==> src/rtl/mm_pkg.sv <==
package mm_pkg;
    localparam int NUM_COMP = 3;

    typedef enum logic {
        ST_WAIT_SYNC = 1'b0,
        ST_SCAN      = 1'b1
    } scan_state_e;
endpackage

==> src/rtl/mm_absdiff.sv <==
module mm_absdiff
    import mm_pkg::*;
#(
    parameter int CW = 8
) (
    input  logic                   clk,
    input  logic                   rst_n,
    input  logic                   accept_i,
    input  logic [NUM_COMP*CW-1:0] live_i,
    input  logic [NUM_COMP*CW-1:0] bkg_i,
    output logic [NUM_COMP*CW-1:0] diff_c_o,
    output logic [NUM_COMP*CW-1:0] diff_q_o,
    output logic                   valid_q_o
);
    for (genvar i = 0; i < NUM_COMP; i++) begin : g_comp
        logic [CW-1:0] a, b;
        assign a = live_i[i*CW +: CW];
        assign b = bkg_i[i*CW +: CW];
        assign diff_c_o[i*CW +: CW] = (a > b) ? (a - b) : (b - a);
    end

    always_ff @(posedge clk or negedge rst_n) begin
        if (!rst_n) begin
            diff_q_o  <= '0;
            valid_q_o <= 1'b0;
        end else begin
            valid_q_o <= accept_i;
            if (accept_i) diff_q_o <= diff_c_o;
        end
    end


    stage1_chk: assert property (@(posedge clk) disable iff (!rst_n)
        accept_i |=> valid_q_o);
endmodule

==> src/rtl/mm_frame_stats.sv <==
module mm_frame_stats
    import mm_pkg::*;
#(
    parameter int CW      = 8,
    parameter int FRAME_W = 1280,
    parameter int FRAME_H = 1024
) (
    input  logic                   clk,
    input  logic                   rst_n,
    input  logic                   pix_valid_i,
    input  logic                   frame_sync_i,
    input  logic                   row_sync_i,
    input  logic [NUM_COMP*CW-1:0] diff_i,
    input  logic [NUM_COMP*CW-1:0] init_thr_i,
    output logic                   accept_o,
    output logic [NUM_COMP*CW-1:0] thr_o
);
    localparam longint unsigned NPIX  = longint'(FRAME_W) * longint'(FRAME_H);
    localparam longint unsigned MAXS  = NPIX * ((64'd1 << CW) - 1);
    localparam int              ACC_W = $clog2(MAXS + 1);
    localparam int              SHIFT = $clog2(NPIX);
    localparam bit              POW2  = (NPIX & (NPIX - 1)) == 0;
    localparam int              RS    = ACC_W + SHIFT + 1;
    localparam longint unsigned RECIP = ((64'd1 << RS) + NPIX - 1) / NPIX;
    localparam int              PC_W  = $clog2(NPIX + 2);
    localparam int              RC_W  = $clog2(FRAME_H + 2);
    localparam logic [PC_W-1:0] PC_FULL = PC_W'(NPIX);
    localparam logic [PC_W-1:0] PC_OVER = PC_W'(NPIX + 1);
    localparam logic [RC_W-1:0] RC_FULL = RC_W'(FRAME_H);
    localparam logic [RC_W-1:0] RC_OVER = RC_W'(FRAME_H + 1);

    scan_state_e     state_q, state_d;
    logic            start_frame, load_init, take_mean, frame_ok;
    logic [PC_W-1:0] pix_cnt_q;
    logic [RC_W-1:0] row_cnt_q;

    always_ff @(posedge clk or negedge rst_n) begin
        if (!rst_n) state_q <= ST_WAIT_SYNC;
        else        state_q <= state_d;
    end

    always_comb begin
        state_d = state_q;
        unique case (state_q)
            ST_WAIT_SYNC: if (pix_valid_i && frame_sync_i) state_d = ST_SCAN;
            ST_SCAN:      state_d = ST_SCAN;
        endcase
    end

    always_comb begin
        start_frame = pix_valid_i && frame_sync_i;
        accept_o    = pix_valid_i && (frame_sync_i || state_q == ST_SCAN);
        frame_ok    = (pix_cnt_q == PC_FULL) && (row_cnt_q == RC_FULL);
        load_init   = (state_q == ST_WAIT_SYNC);
        take_mean   = (state_q == ST_SCAN) && start_frame && frame_ok;
    end

    always_ff @(posedge clk or negedge rst_n) begin
        if (!rst_n) begin
            pix_cnt_q <= '0;
            row_cnt_q <= '0;
        end else if (start_frame) begin
            pix_cnt_q <= PC_W'(1);
            row_cnt_q <= RC_W'(1);
        end else if (accept_o) begin
            if (pix_cnt_q != PC_OVER) pix_cnt_q <= pix_cnt_q + 1'b1;
            if (row_sync_i && row_cnt_q != RC_OVER) row_cnt_q <= row_cnt_q + 1'b1;
        end
    end

    for (genvar i = 0; i < NUM_COMP; i++) begin : g_comp
        logic [ACC_W-1:0] acc_q;
        logic [CW-1:0]    mean;
        logic [CW-1:0]    d;
        assign d = diff_i[i*CW +: CW];

        if (POW2) begin : g_shift
            assign mean = acc_q[SHIFT +: CW];
        end else begin : g_recip
            localparam logic [RS:0] RCP = (RS+1)'(RECIP);
            logic [ACC_W+RS:0] prod;
            assign prod = {{(RS+1){1'b0}}, acc_q} * {{ACC_W{1'b0}}, RCP};
            assign mean = prod[RS +: CW];
        end

        always_ff @(posedge clk or negedge rst_n) begin
            if (!rst_n) begin
                acc_q               <= '0;
                thr_o[i*CW +: CW]   <= '0;
            end else begin
                if (load_init)      thr_o[i*CW +: CW] <= init_thr_i[i*CW +: CW];
                else if (take_mean) thr_o[i*CW +: CW] <= mean;
                if (start_frame)    acc_q <= {{(ACC_W-CW){1'b0}}, d};
                else if (accept_o)  acc_q <= acc_q + {{(ACC_W-CW){1'b0}}, d};
            end
        end
    end


    wait_idle_chk: assert property (@(posedge clk) disable iff (!rst_n)
        (state_q == ST_WAIT_SYNC && !frame_sync_i) |-> !accept_o);

    thr_stable_chk: assert property (@(posedge clk) disable iff (!rst_n)
        (state_q == ST_SCAN && !start_frame) |=> $stable(thr_o));

    thr_hold_chk: assert property (@(posedge clk) disable iff (!rst_n)
        (state_q == ST_SCAN && start_frame && !frame_ok) |=> $stable(thr_o));

    cnt_restart_chk: assert property (@(posedge clk) disable iff (!rst_n)
        start_frame |=> (pix_cnt_q == PC_W'(1)));
endmodule

==> src/rtl/mm_compare.sv <==
module mm_compare
    import mm_pkg::*;
#(
    parameter int CW = 8
) (
    input  logic                   clk,
    input  logic                   rst_n,
    input  logic                   valid_i,
    input  logic [NUM_COMP*CW-1:0] diff_i,
    input  logic [NUM_COMP*CW-1:0] thr_i,
    output logic                   fg_o,
    output logic                   fg_valid_o
);
    logic [NUM_COMP-1:0] above;

    for (genvar i = 0; i < NUM_COMP; i++) begin : g_cmp
        assign above[i] = diff_i[i*CW +: CW] > thr_i[i*CW +: CW];
    end

    always_ff @(posedge clk or negedge rst_n) begin
        if (!rst_n) begin
            fg_o       <= 1'b0;
            fg_valid_o <= 1'b0;
        end else begin
            fg_valid_o <= valid_i;
            fg_o       <= valid_i && (|above);
        end
    end


    lat_off_chk: assert property (@(posedge clk) disable iff (!rst_n)
        !valid_i |=> !fg_valid_o);

    fg_qual_chk: assert property (@(posedge clk) disable iff (!rst_n)
        fg_o |-> fg_valid_o);
endmodule

==> src/rtl/motion_mask_gen.sv <==
module motion_mask_gen
    import mm_pkg::*;
#(
    parameter int COMP_W  = 8,
    parameter int FRAME_W = 1280,
    parameter int FRAME_H = 1024
) (
    input  logic                       clk,
    input  logic                       rst_n,
    input  logic                       pix_valid_i,
    input  logic                       frame_sync_i,
    input  logic                       row_sync_i,
    input  logic [NUM_COMP*COMP_W-1:0] live_rgb_i,
    input  logic [NUM_COMP*COMP_W-1:0] bkg_rgb_i,
    input  logic [NUM_COMP*COMP_W-1:0] init_thr_i,
    output logic                       fg_o,
    output logic                       fg_valid_o
);
    localparam int BUS_W = NUM_COMP * COMP_W;

    logic             accept;
    logic             s1_valid;
    logic [BUS_W-1:0] diff_now, diff_s1, thr;

    mm_absdiff #(.CW(COMP_W)) u_diff (
        .clk       (clk),
        .rst_n     (rst_n),
        .accept_i  (accept),
        .live_i    (live_rgb_i),
        .bkg_i     (bkg_rgb_i),
        .diff_c_o  (diff_now),
        .diff_q_o  (diff_s1),
        .valid_q_o (s1_valid)
    );

    mm_frame_stats #(.CW(COMP_W), .FRAME_W(FRAME_W), .FRAME_H(FRAME_H)) u_stats (
        .clk          (clk),
        .rst_n        (rst_n),
        .pix_valid_i  (pix_valid_i),
        .frame_sync_i (frame_sync_i),
        .row_sync_i   (row_sync_i),
        .diff_i       (diff_now),
        .init_thr_i   (init_thr_i),
        .accept_o     (accept),
        .thr_o        (thr)
    );

    mm_compare #(.CW(COMP_W)) u_cmp (
        .clk        (clk),
        .rst_n      (rst_n),
        .valid_i    (s1_valid),
        .diff_i     (diff_s1),
        .thr_i      (thr),
        .fg_o       (fg_o),
        .fg_valid_o (fg_valid_o)
    );


    gap_chk: assert property (@(posedge clk) disable iff (!rst_n)
        !pix_valid_i |=> ##1 !fg_valid_o);

    latency_chk: assert property (@(posedge clk) disable iff (!rst_n)
        (pix_valid_i && frame_sync_i) |=> ##1 fg_valid_o);
endmodule

==> config.mk <==
export PLATFORM = sky130hd
export DESIGN_NAME = motion_mask_gen
export DESIGN_NICKNAME = d
export VERILOG_FILES = /design/src/rtl/mm_pkg.sv /design/src/rtl/mm_absdiff.sv /design/src/rtl/mm_frame_stats.sv /design/src/rtl/mm_compare.sv /design/src/rtl/motion_mask_gen.sv
export SDC_FILE = /design/constraint.sdc
export NUM_CORES = 2
export LEC_CHECK = 0
export ABC_AREA = 1
export BUFFER_PORTS_ARGS = -buffer_cell sky130_fd_sc_hd__buf_4
export CAP_MARGIN = 20
export CORE_MARGIN = 5
export CORE_UTILIZATION = 40
export CTS_CLUSTER_DIAMETER = 200
export DETAILED_ROUTE_END_ITERATION = 8
export SLEW_MARGIN = 20
export SYNTH_ARGS = -nofsm -noshare
export SYNTH_HDL_FRONTEND = slang
export SYNTH_SLANG_ARGS = --single-unit
==> constraint.sdc <==
create_clock -name clk -period 6.4 [get_ports clk]
set_input_delay 0.64 -clock clk [delete_from_list [all_inputs] [get_ports clk]]
set_output_delay 0.64 -clock clk [all_outputs]
set_load 0.02 [all_outputs]
== Word-level counts from Yosys, hierarchy flattened ==
Cells that the tools add are included.
W data, S select, Z words.
Storage, ports and cells
  bits of input ports: 77
  register bits after elaboration: 171
  logic and storage cells: 76
Cells by class
  mux-type cells: 23
  add/sub/neg operators: 11
  equality and inequality tests: 5
  multiply operators: 3
  $lt $le $gt $ge: 6
  bitwise gates (word level): 1
  reduce and logical (&&, ||, !) cells: 14
Operator list (number)
  $mul A29 B31 Y59 const B: 3
  $mux W29: 6
  $add A29 B8 Y29: 3
  $mux W8: 9
  $mux W21: 3
  $gt A8 B8 Y1: 6
  $sub A8 B8 Y8: 6
  $mux W11: 3
  $add A21 B1 Y21 const B: 1
  $eq A21 B21 Y1 const B: 1
  $ne A21 B21 Y1 const B: 1
  $add A11 B1 Y11 const B: 1
  $eq A11 B11 Y1 const B: 1
  $ne A11 B11 Y1 const B: 1
  $logic_and A1 B1 Y1: 7
  $reduce_bool A2 Y1: 3
  $reduce_and A2 Y1: 2
  $reduce_or A3 Y1: 1
  $ne A2 B2 Y1 const B: 1
  $pmux W1 S2: 1
  $logic_or A1 B1 Y1: 1
  $mux W1: 1
  $not A1 Y1: 1

== Logic depth before layout (Yosys ltp) ==
  depth in word-level cells: 5
  depth in mapped cells: 30
  depth with buffers taken out: 30

== Cells and area by module ==
From an unflattened synthesis, not the netlist that was laid out.
Unflattened totals
  cells, all modules: 6195
  area total of the unflattened synthesis: 49168.4 sq um
By module, submodules not included
  mm_frame_stats: area each 44894.3 sq um, cells each 5489, times used 1
  mm_absdiff: area each 3560.9 sq um, cells each 593, times used 1
  mm_compare: area each 713.2 sq um, cells each 113, times used 1

== Least setup slack after synthesis ==
No wires, ideal clock.
  kind: reg-to-reg
  from: register u_stats.g_comp[0].acc_q[12]
  to: register u_stats.thr_o[2]
  cell stages (with the launch flop): 27
  required time: 6.283 ns
  path slack: 0.254 ns
  arrival time: 6.029 ns
  period minus slack after synthesis: 6.146 ns
  cells stage by stage: dfrtp_1 -> inv_1 -> ha_1 -> fa_1 -> inv_1 -> fa_1 -> inv_1 -> fa_1 -> inv_1 -> fa_1 -> fa_1 -> inv_1 -> fa_1 -> fa_1 -> inv_1 -> ha_1 -> nand2_1 -> nor2_1 -> inv_1 -> nor2_1 -> nand2_1 -> nor3_1 -> nand2_1 -> nand3_1 -> nand2_1 -> nand3_1 -> nand2_1
On the way
  longest elaborated chain between the ends: 3
RTL lines
  from (decl): line mm_frame_stats.sv:72  | logic [ACC_W-1:0] acc_q;
  from (signal assigned): line mm_frame_stats.sv:93  | if (start_frame) acc_q <= {{(ACC_W-CW){1'b0}}, d};
  from (signal assigned): line mm_frame_stats.sv:94  | else if (accept_o) acc_q <= acc_q + {{(ACC_W-CW){1'b0}}, d};
  $mul A29 B31 Y59: line mm_frame_stats.sv:82  | assign prod = {{(RS+1){1'b0}}, acc_q} * {{ACC_W{1'b0}}, RCP};
  $mux W8: line mm_frame_stats.sv:92  | else if (take_mean) thr_o[i*CW +: CW] <= mean;
  $mux W8: line mm_frame_stats.sv:91  | if (load_init) thr_o[i*CW +: CW] <= init_thr_i[i*CW +: CW];
  to (signal, indexed assignment): line mm_frame_stats.sv:91
  to (signal, indexed assignment): line mm_frame_stats.sv:92
  to (decl): line mm_frame_stats.sv:16  | output logic [NUM_COMP*CW-1:0] thr_o
Every way passes these cells. The select of a mux whose other input is x is not followed.
A chain may end at the register's enable or synchronous reset.

== Final worst setup path ==
  from: register u_stats.g_comp[1].acc_q[27]
  to: register u_stats.thr_o[12]
On the way
  longest elaborated chain between the ends: 3
RTL lines (line)
  from (decl): mm_frame_stats.sv:72
  from (signal assigned): mm_frame_stats.sv:93
  from (signal assigned): mm_frame_stats.sv:94
  $mul A29 B31 Y59: mm_frame_stats.sv:82
  $mux W8: mm_frame_stats.sv:92
  $mux W8: mm_frame_stats.sv:91
Every way passes these cells. The select of a mux whose other input is x is not followed.

==> results.py <==
metrics = {
    "worst_setup_path": {
        "timing.reg2reg.setup_slack_ns": 0.21,
        "worst_ep_required_time_ns": 6.84,
        "crit_fanout": 5,
        "crit_slowest_cell": "fa_2",
        "slowest_delay_ns": 0.59,
        "crit_type": "flip-flop to flip-flop",
        "worstSetupStartpointType": "flip-flop",
        "cp.arrival_ns": 6.62,
        "crit_path_end_kind": "flip-flop",
    },
    "yosys": {
        "synth_compound_area_frac": 0.0463,
        "async_flop_share": 1.00,
        "synth_edf_count": 0,
        "muxShareOfSynthArea": 0,
        "synth_xor_area_frac": 0.0117,
        "synth.largest_area_cell": "fa_1",
        "ys_dominant_reg_cell": "dfrtp_1",
        "netlist_instances": 6609,
        "synth_cell_type_count": 48,
        "synth.top_cell.area_share": 0.288,
        "ys_ff_latch": 171,
        "avgSynthCellArea_um2": 7.61,
        "synth.area.top_cells": "fa_1 (29%), ha_1 (23%), inv_1 (14%), nand2_1 (11%), dfrtp_1 (8.5%)",
        "synth_nets": 8333,
        "synth_top_family_by_area": "adder cells",
        "yosysWarnings": 0,
        "synthSimpleGateAreaFrac": 0.195,
        "synth-adder-area-share": 0.517,
        "yosysSeqAreaShare": 0.0850,
        "synth_area_um2": 50300,
    },
    "clock_network": {
        "numCtsBuffers": 17,
        "cts_max_level": 4,
        "clk_latency_ns": 0.53,
        "clk_pin_slew_ns": 0.10,
        "cts.sinks": 171,
        "tritoncts": "yes",
        "root_buffer": "clkbuf_16",
        "clockBufferDepth": 2,
    },
    "die": {
        "die_w_um": 365,
        "die_area_um2": 133000,
        "die_y_um": 365,
        "coreArea_um2": 125000,
        "num_io_pins": 79,
        "fp-row-count": 130,
        "initial_core_util": 0.402,
    },
    "global_routing": {
        "grt_pass1_wl_mm": 236,
        "track_usage": 0.228,
        "grt-ovfl-total": 0,
        "grt_max_degree": 91,
        "grt_pass1_vias": 42500,
        "antenna_found_initial": 2,
    },
    "timing": {
        "fin_crit_ns": 6.19,
        "setup_viol": 0,
        "worst_pin_slew_ns": 1.14,
        "fin_skew_ns": 0.0325,
        "hold_violations": 0,
        "finalCritPeriodShare": 0.967,
        "grt_setup_unrepaired": "yes",
        "relSlewSlack": 0.243,
        "max_freq_mhz": 162,
        "drv_slew": 0,
    },
    "routing": {
        "vias_per_cell": 4.83,
        "post_drt_wl_per_cell_um": 17.4,
        "drtIter0Drc": 2394,
        "finalWirelength_mm": 148,
        "postRouteAntennaNets": 0,
        "first_pass_iters": 7,
        "drc": 0,
        "num_vias": 41000,
    },
    "worst_hold_path": {
        "hp-class": "input pin to asynchronous set/reset pin",
    },
    "placed_design": {
        "dp_hpwl_mm": 133,
        "gp_congestion": 0.937,
        "io_buffers": 78,
        "dpl_cell_area_um2": 53900,
    },
    "run_status": {
        "outcome": "finished, final reports clean",
    },
    "cells_and_area": {
        "fin_nets": 8545,
        "area_delta_synth_final_pct": 9.54,
        "diodes": 0,
        "fin_area_um2": 55100,
        "drive_gt1_frac": 0.0676,
    },
    "job": {
        "cap_viol_max_count": 0,
    },
}
stage by stage:
step / setup slack, ns / std cells / utilization / hold WS (ns) / setup TNS, ns
global placement: 0.0570 / 8437 / 0.430 / 0.363 / 0
detailed placement: 0.0279 / 8437 / 0.430 / 0.363 / 0
floorplan: 0.254 / 6609 / - / 0.344 / 0
global route: -0.0313 / 8484 / 0.440 / 0.177 / -0.0921
finish: 0.211 / 8484 / 0.440 / 0.107 / 0
CTS: 0.0288 / 8469 / 0.435 / 0.128 / 0
layout make-up:
type	count	area (µm²)
fillers	12900	70100
multi-input cells	4508	39200
inverters	1883	7070
flip-flops and latches	171	4290
well taps	1650	2060
repair buffers	240	1830
clock buffers	17	425
clock inverters	15	204
kinds of logic after synthesis:
family | Yosys count
and+or+nand+nor | 2367
buffers and inverters | 1930
adders and majority gates | 1647
AOI/OAI and AO/OA | 427
DFF | 171
xor gates and xnor gates | 67
critical path: cells and delay by family, from the launching register on:
family,cells,cell delay (ns)
adders and majority gates,9,4.29
buffers and inverters,7,0.35
and+or+nand+nor,12,1.01
DFF,1,0.46
cell usage after synthesis, drive strengths merged (26+ instances only):
cell type	count
nand4	86
fa	723
nor3	100
ha	924
nor2	372
xnor2	26
inv	1861
a21oi	214
xor2	41
nand2	1488
nand3	264
o21ai	141
dfrtp	171
buf	30
cell usage in the layout (no fill, tap or decap), types with 35 or more instances in the layout:
cell type / synthesis / routed
fa_1: 723 / 698
a21oi_1: 212 / 202
nor2_1: 369 / 334
nand2_1: 1478 / 1456
inv_1: 1854 / 1835
nand3_1: 260 / 256
o21ai_0: 129 / 129
buf_4: 2 / 237
nand4_1: 86 / 86
xor2_1: 41 / 41
dfrtp_1: 171 / 163
nor3_1: 97 / 84
nor2_2: 3 / 35
ha_1: 924 / 910
registers in the layout (all words and copies together) (netlist names):
signal / cells
u_stats.g_comp.acc_q: 87
u_stats.state_q: 1
u_diff.valid_q_o: 1
u_cmp.fg_valid_o: 1
u_stats.row_cnt_q: 11
u_diff.diff_q_o: 24
u_stats.thr_o: 24
u_stats.pix_cnt_q: 21
u_cmp.fg_o: 1
path summary, 6_finish.rpt:
check,startpoint,end,cells after the start
max,u_stats.g_comp[1].acc_q[27],u_stats.thr_o[12],28
min,rst_n,u_cmp.fg_valid_o,1
max in group asynchronous,rst_n,u_stats.g_comp[1].acc_q[27],2
min reg2reg,u_diff.valid_q_o,u_cmp.fg_valid_o,0
min in group clk,u_diff.valid_q_o,u_cmp.fg_valid_o,0
max reg2reg,u_stats.g_comp[1].acc_q[27],u_stats.thr_o[12],28
timing repair:
item / CTS / global route
endpoints found under the hold margin: 0 / 0
gates resized for setup: 1 / 152
endpoints found under the setup margin: 1 / 24
pin swaps: 0 / 51
hold buffers: 0 / 0
buffers inserted: 0 / 15
per-layer routing:
metal | vias to the layer above | GRT usage | routed length, µm
li1 | 20400 | - | -
met2 | 876 | 0.386 | 69700
met4 | 0 | 0.0521 | 3400
met3 | 127 | 0.0262 | 7040
met5 | - | 0 | 0
met1 | 19600 | 0.315 | 67700
Power is left out: the tool's default activity adds up to more than one toggle a clock period on the data nets, which glitch-free logic cannot reach.
